**config.mk**
```make
export PLATFORM = sky130hd
export DESIGN_NAME = instr_cycle_seq
export DESIGN_NICKNAME = d
export VERILOG_FILES = /design/src/rtl/seq_pkg.sv /design/src/rtl/seq_alu.sv /design/src/rtl/seq_regfile.sv /design/src/rtl/seq_ctrl.sv /design/src/rtl/instr_cycle_seq.sv
export SDC_FILE = /design/constraint.sdc
export NUM_CORES = 1
export LEC_CHECK = 0
export ABC_AREA = 1
export BUFFER_PORTS_ARGS = -buffer_cell sky130_fd_sc_hd__buf_4
export CAP_MARGIN = 20
export CORE_MARGIN = 5
export CORE_UTILIZATION = 50
export CTS_BUF_LIST = sky130_fd_sc_hd__clkbuf_16
export CTS_CLUSTER_DIAMETER = 120
export DETAILED_ROUTE_END_ITERATION = 10
export PLACE_DENSITY = 0.68
export SYNTH_ARGS = -nofsm -noshare
export SYNTH_HDL_FRONTEND = slang
export SYNTH_SLANG_ARGS = --single-unit
export TNS_END_PERCENT = 5
```
**constraint.sdc**
```tcl
create_clock -name clk -period 8.45 [get_ports clk]
set_clock_uncertainty 0.05 [all_clocks]
set_input_delay 1.69 -clock clk [delete_from_list [all_inputs] [get_ports clk]]
set_output_delay 1.69 -clock clk [all_outputs]
set_load 0.1 [all_outputs]
```
**src/rtl/seq_pkg.sv**
```systemverilog
package seq_pkg;

  typedef enum logic [3:0] {
    ST_FMAR = 4'd0,
    ST_FMEM = 4'd1,
    ST_FIR  = 4'd2,
    ST_DEC  = 4'd3,
    ST_EVA  = 4'd4,
    ST_OPS  = 4'd5,
    ST_EXE  = 4'd6,
    ST_STO  = 4'd7
  } state_e;

  typedef enum logic [2:0] {
    PH_FETCH  = 3'd0,
    PH_DECODE = 3'd1,
    PH_EVAL   = 3'd2,
    PH_OPER   = 3'd3,
    PH_EXEC   = 3'd4,
    PH_STORE  = 3'd5
  } phase_e;

  typedef enum logic [1:0] {
    ALU_ADD = 2'b00,
    ALU_AND = 2'b01,
    ALU_NOT = 2'b10
  } alu_sel_e;

  localparam logic [3:0] OPC_ADD = 4'b0001;
  localparam logic [3:0] OPC_AND = 4'b0101;
  localparam logic [3:0] OPC_NOT = 4'b1001;
  localparam logic [3:0] OPC_LDR = 4'b0110;

  typedef struct packed {
    logic     mar_from_pc;
    logic     pc_inc;
    logic     mdr_load;
    logic     ir_load;
    logic     mar_from_ea;
    logic     opnd_load;
    logic     gate_alu;
    logic     gate_mdr;
    logic     res_load;
    logic     rf_write;
    logic     mem_req;
    alu_sel_e alu_sel;
  } ctrl_t;

endpackage

```
**src/rtl/seq_alu.sv**
```systemverilog
module seq_alu
  import seq_pkg::*;
#(
  parameter int DW = 16
) (
  input  logic [DW-1:0] a,
  input  logic [DW-1:0] b,
  input  alu_sel_e      sel,
  output logic [DW-1:0] y
);

  always_comb begin
    unique case (sel)
      ALU_ADD: y = a + b;
      ALU_AND: y = a & b;
      ALU_NOT: y = ~a;
      default: y = '0;
    endcase
  end

endmodule

```
**src/rtl/seq_regfile.sv**
```systemverilog
module seq_regfile #(
  parameter int DW = 16,
  parameter int NR = 8,
  localparam int AW = $clog2(NR)
) (
  input  logic          clk,
  input  logic          rst_n,
  input  logic          we,
  input  logic [AW-1:0] waddr,
  input  logic [DW-1:0] wdata,
  input  logic [AW-1:0] ra_a,
  input  logic [AW-1:0] ra_b,
  output logic [DW-1:0] rd_a,
  output logic [DW-1:0] rd_b
);

  logic [DW-1:0] regs [NR];

  generate
    for (genvar i = 0; i < NR; i++) begin : g_reg
      logic hit;
      assign hit = we && (waddr == AW'(i));
      always_ff @(posedge clk or negedge rst_n) begin
        if (!rst_n) begin
          regs[i] <= '0;
        end else if (hit) begin
          regs[i] <= wdata;
        end
      end
    end
  endgenerate

  assign rd_a = regs[ra_a];
  assign rd_b = regs[ra_b];

endmodule

```
**src/rtl/seq_ctrl.sv**
```systemverilog
module seq_ctrl
  import seq_pkg::*;
#(
  parameter int OPW = 4,
  localparam int NOPS = 1 << OPW
) (
  input  logic           clk,
  input  logic           rst_n,
  input  logic           mem_ready,
  input  logic [OPW-1:0] opcode,
  output ctrl_t          ctl,
  output phase_e         phase
);

  localparam logic [NOPS-1:0] KNOWN_MASK =
    (NOPS'(1) << OPC_ADD) | (NOPS'(1) << OPC_AND) |
    (NOPS'(1) << OPC_NOT) | (NOPS'(1) << OPC_LDR);

  state_e         state_q, state_d;
  logic [NOPS-1:0] op_hot;
  logic           is_add, is_and, is_not, is_ldr, is_alu, is_nop;

  generate
    for (genvar k = 0; k < NOPS; k++) begin : g_dec
      assign op_hot[k] = (opcode == OPW'(k));
    end
  endgenerate

  assign is_add = op_hot[OPC_ADD];
  assign is_and = op_hot[OPC_AND];
  assign is_not = op_hot[OPC_NOT];
  assign is_ldr = op_hot[OPC_LDR];
  assign is_alu = is_add | is_and | is_not;
  assign is_nop = |(op_hot & ~KNOWN_MASK);

  always_comb begin
    state_d = state_q;
    unique case (state_q)
      ST_FMAR: state_d = ST_FMEM;
      ST_FMEM: if (mem_ready) state_d = ST_FIR;
      ST_FIR:  state_d = ST_DEC;
      ST_DEC:  state_d = ST_EVA;
      ST_EVA:  state_d = ST_OPS;
      ST_OPS:  if (!is_ldr || mem_ready) state_d = ST_EXE;
      ST_EXE:  state_d = ST_STO;
      ST_STO:  state_d = ST_FMAR;
      default: state_d = ST_FMAR;
    endcase
  end

  always_ff @(posedge clk or negedge rst_n) begin
    if (!rst_n) begin
      state_q <= ST_FMAR;
    end else begin
      state_q <= state_d;
    end
  end

  always_comb begin
    ctl         = '0;
    ctl.alu_sel = is_and ? ALU_AND : (is_not ? ALU_NOT : ALU_ADD);
    unique case (state_q)
      ST_FMAR: begin
        ctl.mar_from_pc = 1'b1;
        ctl.pc_inc      = 1'b1;
      end
      ST_FMEM: begin
        ctl.mem_req  = 1'b1;
        ctl.mdr_load = mem_ready;
      end
      ST_FIR:  ctl.ir_load = 1'b1;
      ST_EVA:  ctl.mar_from_ea = is_ldr;
      ST_OPS: begin
        ctl.opnd_load = is_alu;
        ctl.mem_req   = is_ldr;
        ctl.mdr_load  = is_ldr & mem_ready;
      end
      ST_EXE: begin
        ctl.gate_alu = is_alu;
        ctl.gate_mdr = is_ldr;
        ctl.res_load = is_alu | is_ldr;
      end
      ST_STO:  ctl.rf_write = ~is_nop & (is_alu | is_ldr);
      default: ;
    endcase
  end

  always_comb begin
    unique case (state_q)
      ST_FMAR, ST_FMEM, ST_FIR: phase = PH_FETCH;
      ST_DEC:  phase = PH_DECODE;
      ST_EVA:  phase = PH_EVAL;
      ST_OPS:  phase = PH_OPER;
      ST_EXE:  phase = PH_EXEC;
      ST_STO:  phase = PH_STORE;
      default: phase = PH_FETCH;
    endcase
  end

endmodule

```
**src/rtl/instr_cycle_seq.sv**
```systemverilog
module instr_cycle_seq
  import seq_pkg::*;
#(
  parameter int              DW       = 16,
  parameter int              NUM_REGS = 8,
  parameter int              OPW      = 4,
  parameter int              OFS_W    = 6,
  parameter logic [DW-1:0]   RESET_PC = 16'h3000,
  localparam int             RAW      = $clog2(NUM_REGS)
) (
  input  logic           clk,
  input  logic           rst_n,
  output logic           mem_req,
  output logic [DW-1:0]  mem_addr,
  input  logic [DW-1:0]  mem_rdata,
  input  logic           mem_ready,
  output logic [2:0]     phase,
  output logic [DW-1:0]  pc,
  output logic           wb_valid,
  output logic [RAW-1:0] wb_reg,
  output logic [DW-1:0]  wb_data
);

  localparam int OP_LSB   = DW - OPW;
  localparam int DST_LSB  = OP_LSB - RAW;
  localparam int SRC1_LSB = DST_LSB - RAW;

  logic [1:0]    rs_q;
  logic          rst_int_n;
  ctrl_t         ctl;
  phase_e        ph;
  logic [DW-1:0] pc_q, mar_q, mdr_q, ir_q, opa_q, opb_q, res_q;
  logic [DW-1:0] rd_a, rd_b, alu_y, ibus, eff_addr, ofs_ext;

  always_ff @(posedge clk or negedge rst_n) begin
    if (!rst_n) begin
      rs_q <= '0;
    end else begin
      rs_q <= {rs_q[0], 1'b1};
    end
  end
  assign rst_int_n = rs_q[1];

  seq_ctrl #(.OPW(OPW)) u_ctrl (
    .clk       (clk),
    .rst_n     (rst_int_n),
    .mem_ready (mem_ready),
    .opcode    (ir_q[DW-1:OP_LSB]),
    .ctl       (ctl),
    .phase     (ph)
  );

  seq_regfile #(.DW(DW), .NR(NUM_REGS)) u_rf (
    .clk   (clk),
    .rst_n (rst_int_n),
    .we    (ctl.rf_write),
    .waddr (ir_q[DST_LSB +: RAW]),
    .wdata (res_q),
    .ra_a  (ir_q[SRC1_LSB +: RAW]),
    .ra_b  (ir_q[RAW-1:0]),
    .rd_a  (rd_a),
    .rd_b  (rd_b)
  );

  seq_alu #(.DW(DW)) u_alu (
    .a   (opa_q),
    .b   (opb_q),
    .sel (ctl.alu_sel),
    .y   (alu_y)
  );

  assign ofs_ext  = {{(DW-OFS_W){ir_q[OFS_W-1]}}, ir_q[OFS_W-1:0]};
  assign eff_addr = rd_a + ofs_ext;

  always_comb begin
    ibus = '0;
    if (ctl.gate_alu) begin
      ibus = alu_y;
    end else if (ctl.gate_mdr) begin
      ibus = mdr_q;
    end
  end

  always_ff @(posedge clk or negedge rst_int_n) begin
    if (!rst_int_n) begin
      pc_q <= RESET_PC;
    end else if (ctl.pc_inc) begin
      pc_q <= pc_q + DW'(1);
    end
  end

  always_ff @(posedge clk or negedge rst_int_n) begin
    if (!rst_int_n) begin
      mar_q <= '0;
    end else if (ctl.mar_from_pc) begin
      mar_q <= pc_q;
    end else if (ctl.mar_from_ea) begin
      mar_q <= eff_addr;
    end
  end

  always_ff @(posedge clk or negedge rst_int_n) begin
    if (!rst_int_n) begin
      mdr_q <= '0;
    end else if (ctl.mdr_load) begin
      mdr_q <= mem_rdata;
    end
  end

  always_ff @(posedge clk or negedge rst_int_n) begin
    if (!rst_int_n) begin
      ir_q <= '0;
    end else if (ctl.ir_load) begin
      ir_q <= mdr_q;
    end
  end

  always_ff @(posedge clk or negedge rst_int_n) begin
    if (!rst_int_n) begin
      opa_q <= '0;
      opb_q <= '0;
    end else if (ctl.opnd_load) begin
      opa_q <= rd_a;
      opb_q <= rd_b;
    end
  end

  always_ff @(posedge clk or negedge rst_int_n) begin
    if (!rst_int_n) begin
      res_q <= '0;
    end else if (ctl.res_load) begin
      res_q <= ibus;
    end
  end

  assign mem_req  = ctl.mem_req;
  assign mem_addr = mar_q;
  assign phase    = ph;
  assign pc       = pc_q;
  assign wb_valid = ctl.rf_write;
  assign wb_reg   = ir_q[DST_LSB +: RAW];
  assign wb_data  = res_q;

endmodule

```
==> run summary, run 1 <==
For this run, the number of Yosys warnings is 0. Number of DRC markers in iteration 0: 1,371. Sorting the synthesized cells by area gives the leading types as sky130_fd_sc_hd__dfrtp_1 45%, sky130_fd_sc_hd__nand2_1 12%, sky130_fd_sc_hd__o21ai_0 6.8%. The tools report the area of the die as 0.03069 mm2. Counting the fill cells in the layout gives 2,484.

Sort of element at the end of the critical path: a register. The logs give 3 for the maximum root-to-sink buffer count and 0 for the quantity of gates resized following cts. Once placement completed, the tool counted placed cells totaling 2,072.

The final hold violation count is 0. The number of standard-cell rows in the floorplan was 60; the final sum of negative setup slack was 0 ns. For this design, the sink count on the clock tree is 245. Internal power comes to 3156 uW.

Summed over all layers, the routed wires come to 39,610 um. Post-CTS timing repair inserted 0 buffers for setup. After detailed routing, the number of vias per cell comes to 5.799. The worst-margin pin slew came out at 1.188 ns.

The sum of overflow across all layers after global routing came out at 0. The most common cell in the synthesized netlist is sky130_fd_sc_hd__nand2_1. The smallest clock period supported by the final layout is computed as 4.063 ns.

Counting every net in the synthesized netlist gives 1,796. After detailed routing, the number of remaining DRC violations is 0. Setup violations remaining at the end of the flow were counted as 0. Global routing consumed, on the met2 layer, 40.70% of the routing resources. Post-synthesis cell type with the largest combined area: sky130_fd_sc_hd__dfrtp_1.

Routability-driven placement finished with a final weighted congestion of 0.9185. The flow ran to the end, and the final reports show no timing, DRC or antenna violations. The tools report the number of global-route vias before repair as 11,420.

Clock-pin slew was measured on the worst setup and hold paths at 0.06 ns. The global-route track usage on met3 was 2.553%; the source-to-sink clock delay at the later pin of the worst-skew pair was 0.56 ns. The synthesized area per cell is 7.828 um2, and the number of instances in the synthesized netlist is 1,743. The met1 routing resource usage after global routing is 36.65%.

Startpoint kind of the worst setup timing path: a register. Initial antenna violation count: 0. The final count of pins violating max slew is 0, and the fraction of synthesized cell area taken by the top area cell type is 44.57%. Counting instances in the post-synthesis netlist gives the leading cell types as 438 x sky130_fd_sc_hd__nand2_1, 243 x sky130_fd_sc_hd__dfrtp_1, 185 x sky130_fd_sc_hd__o21ai_0, 182 x sky130_fd_sc_hd__inv_1, 132 x sky130_fd_sc_hd__o21ai_1. The H-tree depth is 1, and the number of nets in the final layout is 1,816. The cell at the root of the clock tree was sky130_fd_sc_hd__clkbuf_16. Setup repair after global routing left no endpoint under its margin. The global-route usage over all layers was 25.31%.

TritonCTS built the clock tree. Average wire per cell in the routed design: 18.65 um. The number of clock buffers added by TritonCTS is 28. The tool flagged a number of max-cap violations equal to 0.

For this configuration, the core starts out at a cell density of 50.77%. The routed via count was 12,320. The clock network burns 19.1% of the power.

The part of the total power dissipated in sequential elements was 30.3%; the top-level port count was 75. The worst pin sits at a relative slew slack of 20.70%. After synthesis the netlist holds a flip-flop and latch count of 245.

The total power density per cell area is 423.3 mW/mm2. The first global-routing pass estimated 63,050 um of wire. For the sequential share of the synthesized area, the log shows 44.95%. The worst hold path belongs to the class reg -> async. Along the worst path, the maximum fanout reaches 82. The proportion of layout cells with a drive suffix above 1 came out at 10.38%. The type of the worst setup path is reg -> reg. The logs give 0 for the number of nets with antenna violations after detailed routing and 0 for the count of hold-fix buffers inserted at cts. In this run the cell area of the synthesized design comes to 0.01364 mm2. The worst-case IR drop observed on VDD is 0.1532 mV. The core region is 0.02688 mm2. The switching power share of the total is 50.86%, and the arrival time of the worst setup path is 4.43 ns. The logs give 4.387 ns for the smallest setup slack after layout and 0 for the total inserted antenna cells. The area used by sequential logic in the layout is 0.006142 mm2. At the worst endpoint, the required time is 8.82 ns. The logs give 0.2461 GHz for the peak clock frequency supported by timing and 3267 uW for the reported net switching power. The post-layout instance count excluding filler cells came out at 2,124. After synthesis, the share of flip-flops with an asynchronous set or reset is 100.0%. Summing all multi-input logic gate instances after layout gives 0.006322 mm2. The most used flip-flop cell after synthesis is sky130_fd_sc_hd__dfrtp_1. The count of buffers inserted at the top-level ports was 74. OpenSTA, run right after detailed placement, puts the worst setup slack at 4.514 ns.

In this run, synthesis inferred 0 flip-flops with an integrated enable. The global routing stage identified its most utilized layer as met2. Static leakage: 0.007292 uW.

In this run, distinct cell masters in the synthesized netlist total 52. Entering global routing, the biggest net connects 83 pins. The tools report the half-perimeter wire length after placement as 26,280 um. The height of the die is 175.2 um, and the final period utilization is 48.08%.

The tools report the number of iterations in the first detailed-routing pass as 6. The area growth from synthesis to layout is 11.22%. The combinational power share came out at 50.6%.

From left edge to right edge, the die measures 175.2 um.
-- power groups by stage --
stage                     logic, uW  clock network, uW  registers, uW
after floorplan                1900                  0           2390
after global placement         3130                  0           1940
after detailed placement       3180                  0           1950
after CTS                      3200               1240           1940
after global routing           3550               1290           1990
final                          3250               1230           1950
-- metal layers --
metal | part of all wire (%) | wire (um)
met4 | 2.6 | 1011
met1 | 45 | 17630
met2 | 46 | 18120
met5 | 0 | 0
met3 | 7.2 | 2848
-- layout make-up --
type | instances | area share, %
clock buffers | 29 | 4.782
clock inverters | 21 | 1.286
inverters | 190 | 4.732
multi-input cells | 1214 | 41.66
flip-flops and latches | 245 | 40.47
well taps | 341 | 2.811
repair buffers | 84 | 4.254
-- worst paths after layout --
check                           slack [ns]  cells past startpoint    start       endpoint
max in group asynchronous             6.04                      2  rs_q[1]   mem_addr[11]
worst max register to register        4.39                     15  ir_q[6]   mem_addr[11]
worst min-delay path                  0.16                      0  rs_q[1]  u_rf.regs[35]
worst min register to register        0.16                      0  rs_q[1]  u_rf.regs[35]
worst max-delay path                  4.39                     15  ir_q[6]   mem_addr[11]
min in group clk                      0.30                      0  rs_q[0]        rs_q[1]
-- critical path, stage by stage (launching register included) --
cell,delay [ns]
sky130_fd_sc_hd__dfrtp_2,0.34
sky130_fd_sc_hd__buf_4,0.59
sky130_fd_sc_hd__inv_2,0.53
sky130_fd_sc_hd__o21ai_0,0.30
sky130_fd_sc_hd__a21oi_1,0.10
sky130_fd_sc_hd__a31oi_1,0.52
sky130_fd_sc_hd__ha_1,0.40
sky130_fd_sc_hd__or2_2,0.33
sky130_fd_sc_hd__nand3_1,0.09
sky130_fd_sc_hd__nand2_1,0.13
sky130_fd_sc_hd__a21oi_1,0.19
sky130_fd_sc_hd__inv_1,0.06
sky130_fd_sc_hd__nand2_1,0.05
sky130_fd_sc_hd__nand3_1,0.06
sky130_fd_sc_hd__nand2_1,0.09
sky130_fd_sc_hd__nand2_1,0.05
-- state kept, by name, summed over array words and instances, names as in the netlist --
name            flops
u_ctrl.state_q      3
rs_q                2
mem_addr           16
u_rf.regs         128
wb_data            16
opa_q              16
opb_q              16
mdr_q              16
pc                 16
ir_q               16
-- cells in the final DEF (no fill, tap or decap), drive strengths merged --
| master | Yosys | layout |
|---|---|---|
| clkinvlp | 0 | 1 |
| fa | 2 | 2 |
| a211oi | 2 | 2 |
| inv | 189 | 193 |
| a21oi | 126 | 126 |
| o21ai | 317 | 317 |
| nor3b | 2 | 2 |
| nand2 | 452 | 452 |
| ha | 32 | 32 |
| o21a | 2 | 2 |
| mux2i | 16 | 16 |
| and3 | 1 | 1 |
| o2111ai | 1 | 1 |
| o221ai | 16 | 16 |
| clkbuf | 32 | 29 |
| nor3 | 7 | 7 |
| dfrtp | 243 | 243 |
| and2 | 3 | 3 |
| xnor2 | 1 | 1 |
| o32ai | 6 | 6 |
| o211ai | 16 | 16 |
| xor2 | 19 | 19 |
| nand4 | 5 | 5 |
| clkinv | 1 | 13 |
| dfstp | 2 | 2 |
| o22ai | 10 | 10 |
| or2 | 8 | 8 |
| conb | 1 | 1 |
| a31oi | 17 | 17 |
| a21o | 3 | 3 |
| a221oi | 12 | 12 |
| nand3 | 59 | 59 |
| o21bai | 2 | 2 |
| buf | 62 | 84 |
| bufinv | 0 | 4 |
| nor2 | 72 | 72 |
| nand3b | 4 | 4 |
-- cells by family after synthesis --
| logic type | synth area share [%] |
|---|---|
| DFF | 44.95 |
| buffers and inverters | 8.730 |
| and+or+nand+nor | 18.93 |
| adders and majority gates | 3.228 |
| other | 0.02748 |
| xor gates and xnor gates | 1.284 |
| muxes | 1.174 |
| AOI/OAI and AO/OA | 21.68 |
-- stage by stage --
stage,util [%],total power [uW],hold WS [ns],area (um2)
after global routing,56.47,6830,0.1887,15180
after detailed placement,52.93,5134,0.1682,14220
after floorplan,-,4288,0.2812,13640
after CTS,56.35,6380,0.1748,15150
after global placement,52.93,5075,0.1640,14220
final,56.47,6424,0.1565,15180
Power figures use the tool's default switching activity.
==> inputs of run 2 (changes only) <==
==> constraint.sdc (replaced) <==
create_clock -name clk -period 3.9 [get_ports clk]
set_clock_uncertainty 0.05 [all_clocks]
set_input_delay 0.78 -clock clk [delete_from_list [all_inputs] [get_ports clk]]
set_output_delay 0.78 -clock clk [all_outputs]
set_load 0.1 [all_outputs]
==> run 2 against run 1 <==
  * Cell area increased by 0.67%
  * Routed wire length decreased by 0.63%
  * Combinational power increased by 120%
  * Utilization increased by 0.38 points
  * Cell count increased by 0.47%
  * Register-to-register slack got worse by 3.7 ns
  * Die area unchanged
  * First-iteration DRC count decreased by 21%
  * Sequential cell count unchanged
  * Critical path depth increased by 3
  * Total power increased by 120%
  * Via count decreased by 1.5%
==> run summary, run 2 (synthesis gave the netlist of run 1 again) <==
The flow ran to the end, and the final reports show no timing, DRC or antenna violations. Count of buffers inserted at the top-level ports: 74 (unchanged). The share of power burned in the clock network was 19.5% (+0.4 points). The total inserted antenna cells came out at 0 (unchanged). The peak clock frequency supported by timing came out at 0.3089 GHz (+26%). The number of flip-flops under the largest register name was 128 (unchanged). The worst-margin pin slew is 1.120 ns (-0.06803 ns), and the half-perimeter wire length after placement is 27,590 um (+5.0%).

The routed via count came out at 12,130 (-1.5%). Number of standard-cell rows in the floorplan: 60 (unchanged). The arrival time of the worst setup path was 3.61 ns (-0.82 ns); the part of the total power dissipated in sequential elements was 29.8% (-0.5 points). The design internal power was 6936 uW (+120%). The startpoint kind of the worst setup timing path is a register. TritonCTS built the clock tree. The average wire per cell in the routed design is 18.45 um (-1.1%). Number of buffers created by CTS: 27 (-3.6%). The path class of the tightest hold or removal check is reg -> reg. The tools report the final setup violation count as 0 (unchanged). The sort of element at the end of the critical path is a register.

Total clock sinks: 245 (unchanged). The worst hold slack was 0.2996 ns (+0.1430 ns). The run gives 0 (unchanged) as the quantity of gates resized following cts.

The tools report the total area of multi-input combinational cells as 0.006322 mm2 (unchanged). For the data required time at the worst endpoint, the log shows 4.27 ns (-4.55 ns). Master of the slowest instance on the critical path: sky130_fd_sc_hd__dfrtp_2.

u_rf.regs holds more flip-flops than any other register. The static leakage was 0.007325 uW (+0.45%); the H-tree depth was 1 (unchanged). The logs give 50.77% (unchanged) for the effective utilization at floorplan and 114 (+37%) for the largest net degree at the start of global routing. The total DRC errors in the routed layout is 0 (unchanged), and the switching power share of the total is 50.32% (-0.54 points).

The initial antenna violation count was 0 (unchanged); the proportion of layout cells with a drive suffix above 1 was 11.04% (+0.67 points). The number of global-route vias before repair is 11,440 (+0.16%), and the routed wire length is 39,360 um (-0.63%). Stage delay of the slowest cell on the critical path: 0.42 ns (-0.17 ns). The peak supply drop is 0.4076 mV (+170%), and the final sum of negative setup slack is 0 ns (unchanged).

Setup repair after global routing left no endpoint under its margin. The final period utilization is 83.00% (+35 points). The library cells used most frequently in the layout, excluding fill and tap cells, are 438 x sky130_fd_sc_hd__nand2_1, 240 x sky130_fd_sc_hd__dfrtp_1, 185 x sky130_fd_sc_hd__o21ai_0, 183 x sky130_fd_sc_hd__inv_1, 132 x sky130_fd_sc_hd__o21ai_1.

The number of nets in the final layout came out at 1,826 (+0.55%). The final period demand of the worst path works out to 3.237 ns (-0.8260 ns). The height of the die is 175.2 um (unchanged). For the core box area, the log shows 0.02688 mm2 (unchanged).

For the cell area reported after detailed placement, the log shows 0.01431 mm2 (+0.58%). The tools report the final hold violation count as 0 (unchanged). Tracing the worst setup path back leads to its startpoint at ir_q[6]. Combinational power share: 50.7% (about the same). The mean number of vias per cell is 5.683 (-2.0%), and the area overhead of the layout relative to synthesis is 11.97%.

The global placer's final weighted congestion was 0.9434 (+2.7%). Leaving out fill and tap cells, the most frequent cell in the layout is sky130_fd_sc_hd__nand2_1. Top-level port count: 75 (unchanged). The run gives 0.53 ns (-0.03 ns) as the source-to-sink clock delay at the later pin of the worst-skew pair. The tools report the cell at the root of the clock tree as sky130_fd_sc_hd__clkbuf_16. The area of the die is 0.03069 mm2 (unchanged), and the worst-path maximum fanout is 34 (-59%). The signal on the critical path passes through inv_2, nor2_1, o21ai_0, a21oi_1, a31oi_1, ha_1, inv_1, fa_1, inv_1, nand3_1, nand2_1, nand2_1, nand2_1, nand3_1, nand3_1, nand3_1, nand2_1, nand2_1. Number of DRC markers in iteration 0: 1,082 (-21%). The tools report the reported net switching power as 7025 uW (+120%). The count of filler cells inserted in the layout was 2,469 (-0.60%); the number of iterations in the first detailed-routing pass was 5 (-1). The global-route usage over all layers is 25.53% (+0.22 points).

The most common cell type on the critical path was sky130_fd_sc_hd__nand2_1. The critical path in this run is classified as reg -> reg. The total power density per cell area works out to 913.8 mW/mm2 (+120%). The final count of pins violating max slew was 0 (unchanged); the chip width was 175.2 um (unchanged).

The critical register-to-register path startpoint is ir_q[6]. The area used by sequential logic in the layout was 0.006142 mm2 (unchanged). The maximum root-to-sink buffer count is 3 (unchanged), and the final design instance area without fill is 0.01528 mm2 (+0.67%). The number of nets with antenna violations after detailed routing was 0 (unchanged). The logs give 63,620 um (+0.91%) for the global-route wire length before repair and 25.32% (+4.6 points) for the remaining max-slew budget at the tightest pin.

The tools report the number of maximum-capacitance constraint violations as 0 (unchanged). Sum of overflow across all layers after global routing: 0 (unchanged). In this run the most critical hold path is launched from rs_q[0]. The clock-pin transition on the worst setup and hold timing paths was 0.06 ns (about the same).
run 2: changes by cell type in the layout (fill, tap and decap cells not counted), sizes merged:
cell	change
buf	+10
clkinv	-3
inv	-2
dlygate4sd3	+1
clkinvlp	+4
bufinv	+2
clkbuf	-2
run 2: worst max-delay path, delay by kind of cell, from the launching register on:
kind,cells,cell delay [ns]
flops,1,0.42
buf+inv,3,0.57
simple gates,10,0.89
fa+ha+maj,2,0.62
compound gates,3,0.56
run 2: timing repair:
item,4_1_cts,5_1_grt
endpoints found under the hold margin,2,0
hold buffers,1,0
setup buffers,0,0
run 2: power groups by stage:
stage	Clock (uW)	Sequential [uW]	Combinational, uW
2_1_floorplan	0	5170	4120
3_3_place_gp	0	4170	6920
3_5_place_dp	0	4170	7010
4_1_cts	2760	4140	7040
5_1_grt	2900	4250	7780
6_report	2720	4160	7080
run 2: worst paths after layout:
path	cells past startpoint	slack, ns	endpoint
max reg2reg	18	0.66	mem_addr[14]
min in group asynchronous	0	0.33	u_rf.regs[63]
min	0	0.30	rs_q[1]
max in group asynchronous	2	2.22	pc[12]
max	18	0.66	mem_addr[14]
min reg2reg	0	0.30	rs_q[1]
run 2: metrics by stage:
step | util [%] | setup slack, ns | cells | total power (uW)
6_report | 56.84 | 0.6631 | 2134 | 13960
5_1_grt | 56.84 | 0.3518 | 2134 | 14920
4_1_cts | 56.79 | 0.6725 | 2133 | 13940
3_5_place_dp | 53.24 | 0.6620 | 2083 | 11180
3_3_place_gp | 53.24 | 0.7050 | 2083 | 11090
2_1_floorplan | - | 0.2145 | 1743 | 9289
run 2: final cells by class:
type | count | share of cell area [%]
Timing Repair Buffer | 95 | 4.734
Multi-Input combinational cell | 1214 | 41.38
Sequential cell | 245 | 40.20
Clock buffer | 27 | 4.423
Tap cell | 341 | 2.793
Inverter | 190 | 4.701
Clock inverter | 22 | 1.761
run 2: layer usage:
metal  global-route usage, %  share of wire [%]
met1                   36.82                 45
met2                   40.91                 45
met3                   3.116                7.2
met4                   7.005                2.8
met5                       0                  0
==> inputs of run 3 (changes only) <==
--- a/config.mk
+++ b/config.mk
@@ -5,7 +5,7 @@
 export SDC_FILE = /design/constraint.sdc
 export NUM_CORES = 1
 export LEC_CHECK = 0
-export ABC_AREA = 1
+export ABC_AREA = 0
 export BUFFER_PORTS_ARGS = -buffer_cell sky130_fd_sc_hd__buf_4
 export CAP_MARGIN = 20
 export CORE_MARGIN = 5
==> constraint.sdc (replaced) <==
create_clock -name clk -period 3.3 [get_ports clk]
set_clock_uncertainty 0.05 [all_clocks]
set_input_delay 0.66 -clock clk [delete_from_list [all_inputs] [get_ports clk]]
set_output_delay 0.66 -clock clk [all_outputs]
set_load 0.1 [all_outputs]
==> run 3 against run 2 <==
  * The run now ends with negative setup slack left
  * Die area decreased by 4.2%
  * Combinational power rose by 1%
  * Setup slack got worse by 0.67 ns
==> run summary, run 3 <==
The type of the worst setup path is reg -> reg. Fraction of synthesized cell area taken by the top area cell type: 46.63% (+2.1 points). The number of warnings reported in the yosys synthesis log is 0 (unchanged), and the core box area is 0.02584 mm2 (-3.9%).

Broken down by cell family, the worst path's largest delay share belongs to compound AO/OA/AOI/OAI gates. Compared with the post-synthesis result, the final layout area differs by 16.83%. For the total clock sinks, the log shows 245 (unchanged). The tightest min-delay check is of the in -> reg type.

Number of buffer and inverter stages on the critical path: 1 (-2). STA classifies the critical path startpoint as a register. The cell count after placement is 1,397 (-33%), and the worst-margin pin slew is 0.7714 ns (-0.3487 ns). The smallest setup slack after layout is -0.004943 ns (-0.6680 ns), and the data required time at the worst endpoint is 3.68 ns (-0.59 ns).

In this run the critical register-to-register path is captured at mem_addr[14]. The half-perimeter wire length after placement is 22,100 um (-20%). For the sum of overflow across all layers after global routing, the log shows 0 (unchanged). In the post-synthesis netlist, the cell with the most instances is sky130_fd_sc_hd__dfrtp_1. Among the stages of the critical path, the cell type that occurs most often is sky130_fd_sc_hd__o21ai_2. The worst register-to-register path begins at ir_q[6]. After synthesis, the most frequently instantiated cells are 243 x sky130_fd_sc_hd__dfrtp_1, 177 x sky130_fd_sc_hd__mux2_2, 64 x sky130_fd_sc_hd__mux4_2, 56 x sky130_fd_sc_hd__nor2_1.

The run gives 0 (unchanged) as the final count of pins violating max slew. TritonCTS built the clock tree. The synthesized area per cell came out at 13.03 um2 (+66%).

The final period utilization works out to 100.1% (+17 points). The height of the die came out at 171.5 um (-2.1%). The internal reg-to-reg setup slack is -0.005 ns (-0.67 ns), and the source-to-sink clock delay at the later pin of the worst-skew pair is 0.53 ns (about the same). Setup repair after global routing could not meet its margin everywhere.

Register bit count reported by yosys: 245 (unchanged). The most frequent standard cell in the layout excluding fill and tap cells was sky130_fd_sc_hd__dfrtp_1. The initial antenna violation count is 0 (unchanged), and the count of cells along the worst register-to-register path is 11 (-7). The cell area reported after detailed placement is 0.01412 mm2 (-1.3%). For the number of iterations in the first detailed-routing pass, the log shows 7 (+2).

Chip width: 171.5 um (-2.1%). The largest net degree at the start of global routing came out at 71 (-38%). The logs give 22.53% (-3.0 points) for the global-route usage over all layers and 3.69 ns (+0.08 ns) for the arrival time of the worst setup path. The global-route wire length before repair was 51,690 um (-19%).

The proportion of synthesized flip-flops having asynchronous set or reset was 100.0% (unchanged); the number of DRC markers in iteration 0 was 567 (-48%). Number of instances in the synthesized netlist: 1,001 (-43%). Hold path endpoint: u_ctrl.state_q[0]. The run gives 1,054 (-41%) as the total nets after synthesis. Sorting the synthesized cells by area gives the leading types as sky130_fd_sc_hd__dfrtp_1 47%, sky130_fd_sc_hd__mux2_2 15%, sky130_fd_sc_hd__mux4_2 11%. The number of flops mapped to enable cells by yosys was 0 (unchanged). The logs give 75 (unchanged) for the top-level port count and 0.7992 mV (+96%) for the peak supply drop.

The logs give 1,451 (-32%) for the post-layout instance count excluding filler cells and 8,693 (-28%) for the routed via count. The stage delay of the slowest cell on the critical path is 0.49 ns (+0.07 ns). The number of different library cells in the post-synthesis netlist is 62 (+19%). The final reports fail on negative setup slack. The global placer's final weighted congestion is 0.8974 (-4.9%), and the number of cells on the worst hold path is 2 (+2). The clock-pin transition on the worst setup and hold timing paths was 0.06 ns (about the same); the average wire per cell in the routed design was 22.36 um (+21%). The number of nets in the final layout was 1,150 (-37%); the final design instance area without fill was 0.01523 mm2 (-0.28%). The cell area after synthesis was 0.01304 mm2 (-4.4%). The most instantiated flip-flop cell in the synthesis netlist is sky130_fd_sc_hd__dfrtp_1. For the number of buffers created by CTS, the log shows 27 (unchanged). The tools report the remaining max-slew budget at the tightest pin as 48.42% (+23 points). The cell at the root of the clock tree was sky130_fd_sc_hd__clkbuf_16. The top cell types in the final layout, fill and taps aside, are 239 x sky130_fd_sc_hd__dfrtp_1, 173 x sky130_fd_sc_hd__mux2_2, 118 x sky130_fd_sc_hd__buf_4, 64 x sky130_fd_sc_hd__mux4_2, 56 x sky130_fd_sc_hd__nor2_1. STA classifies the critical path endpoint as a register. The run gives 59 (-1.7%) as the number of standard-cell rows in the floorplan. The peak clock frequency supported by timing came out at 0.3026 GHz (-2.1%).

Walking the worst path, the cells encountered are clkbuf_16, mux4_2, mux2_4, ha_4, o21a_1, o31a_1, o21ai_2, o21ai_2, nand2_1, or4b_4, a221oi_2. The run gives 50.47% (-0.30 points) as the effective utilization at floorplan. The number of flip-flops under the largest register name is 128 (unchanged), and the proportion of layout cells with a drive suffix above 1 is 40.41% (+29 points).

The total inserted antenna cells was 0 (unchanged). The H-tree depth is 1 (unchanged). The tools report the launching instance or port of the critical path as ir_q[6]. The worst hold slack came out at 0.2860 ns (-0.01358 ns).

The slowest stage of the critical path belongs to the cell sky130_fd_sc_hd__mux4_2. Count of buffers inserted at the top-level ports: 74 (unchanged). The critical path depth works out to 11 (-7). The total power density per cell area was 1004 mW/mm2 (+9.8%).

Mean number of vias per cell: 5.991 (+5.4%). The number of nets with antenna violations after detailed routing came out at 0 (unchanged). Counting flops per register, the top entry is u_rf.regs. The sequential share of the synthesized area was 47.04% (+2.1 points).

Total DRC errors in the routed layout: 0 (unchanged). The worst-path maximum fanout came out at 5 (-85%). In this run the most critical hold path is launched from mem_ready. The final setup violation count is 1 (+1). For the routed wire length, the log shows 32,440 um (-18%). Final period demand of the worst path: 3.305 ns (+0.06800 ns). The maximum root-to-sink buffer count is 3 (unchanged), and the final hold violation count is 0 (unchanged). For the static leakage, the log shows 0.007121 uW (-2.8%). The number of global-route vias before repair came out at 8,896 (-22%). The run gives 0 (unchanged) as the number of maximum-capacitance constraint violations. The run finished, with violations left. Summed over all instances, the cell type with the most area after synthesis is sky130_fd_sc_hd__dfrtp_1. The tools report the area of the die as 0.02941 mm2 (-4.2%).
[run 3: worst max-delay path by stage]
stage	endpoint	slack [ns]
after floorplan	mdr_q[10]	-0.25
after global placement	mem_addr[14]	0.01
after detailed placement	mem_addr[14]	-0.07
after CTS	mem_addr[14]	-0.01
after global routing	mem_addr[14]	-0.14
final	mem_addr[14]	-0.005
[run 3: power breakdown]
part	total (uW)	switching, uW	internal [uW]
Combinational	7180	4300	2880
Clock	2970	1190	1780
Sequential	5140	1220	3920
[run 3: metrics by stage]
stage	setup WS [ns]	power (uW)	utilization (%)	TNS, ns
final	-0.004943	15290	58.96	-0.004943
after global routing	-0.1421	16100	58.96	-0.4934
after CTS	-0.01292	15100	58.15	-0.01292
after detailed placement	-0.06724	12050	54.64	-0.1383
after global placement	0.01132	11940	54.64	0
after floorplan	-0.2500	10120	-	-3.143
[run 3: repair_timing]
action	CTS	global route
buffers inserted	0	4
pin swaps	4	8
endpoints found under the setup margin	4	8
hold buffers	1	0
cloned	0	1
endpoints found under the hold margin	2	0
resized for setup	5	28
[run 3: cell families after synthesis]
kind of cell / count (synthesis) / share of synthesized area (%)
DFF: 245 / 47.04
and+or+nand+nor: 173 / 7.005
other: 1 / 0.02876
buffers and inverters: 65 / 2.475
AOI/OAI and AO/OA: 164 / 7.743
adders and majority gates: 34 / 3.377
xor gates and xnor gates: 41 / 2.754
muxes: 278 / 29.58
[run 3: worst reg2reg max path, cell delays in order, from the launching register on]
cell and delay, ns:
sky130_fd_sc_hd__dfrtp_2 0.44, sky130_fd_sc_hd__clkbuf_16 0.18, sky130_fd_sc_hd__mux4_2 0.50, sky130_fd_sc_hd__mux2_4 0.32, sky130_fd_sc_hd__ha_4 0.28, sky130_fd_sc_hd__o21a_1 0.11, sky130_fd_sc_hd__o31a_1 0.22, sky130_fd_sc_hd__o21ai_2 0.11
sky130_fd_sc_hd__o21ai_2 0.18, sky130_fd_sc_hd__nand2_1 0.09, sky130_fd_sc_hd__or4b_4 0.49, sky130_fd_sc_hd__a221oi_2 0.27
[run 3: final cells by class]
cell class	instances	area, um2
Clock buffer	27	675.6
Inverter	6	22.52
Multi-Input combinational cell	691	6763
Fill cell	2087	10600
Sequential cell	245	6141
Tap cell	335	419.2
Timing Repair Buffer	126	1027
Clock inverter	21	186.4
[run 3: routing by layer]
metal	GRT usage (%)	vias up	share of wire, %
met3	3.333	40	5.7
li1	-	3942	-
met2	35.06	232	46
met1	33.98	4479	47
met4	4.960	0	1.8
met5	0	-	0
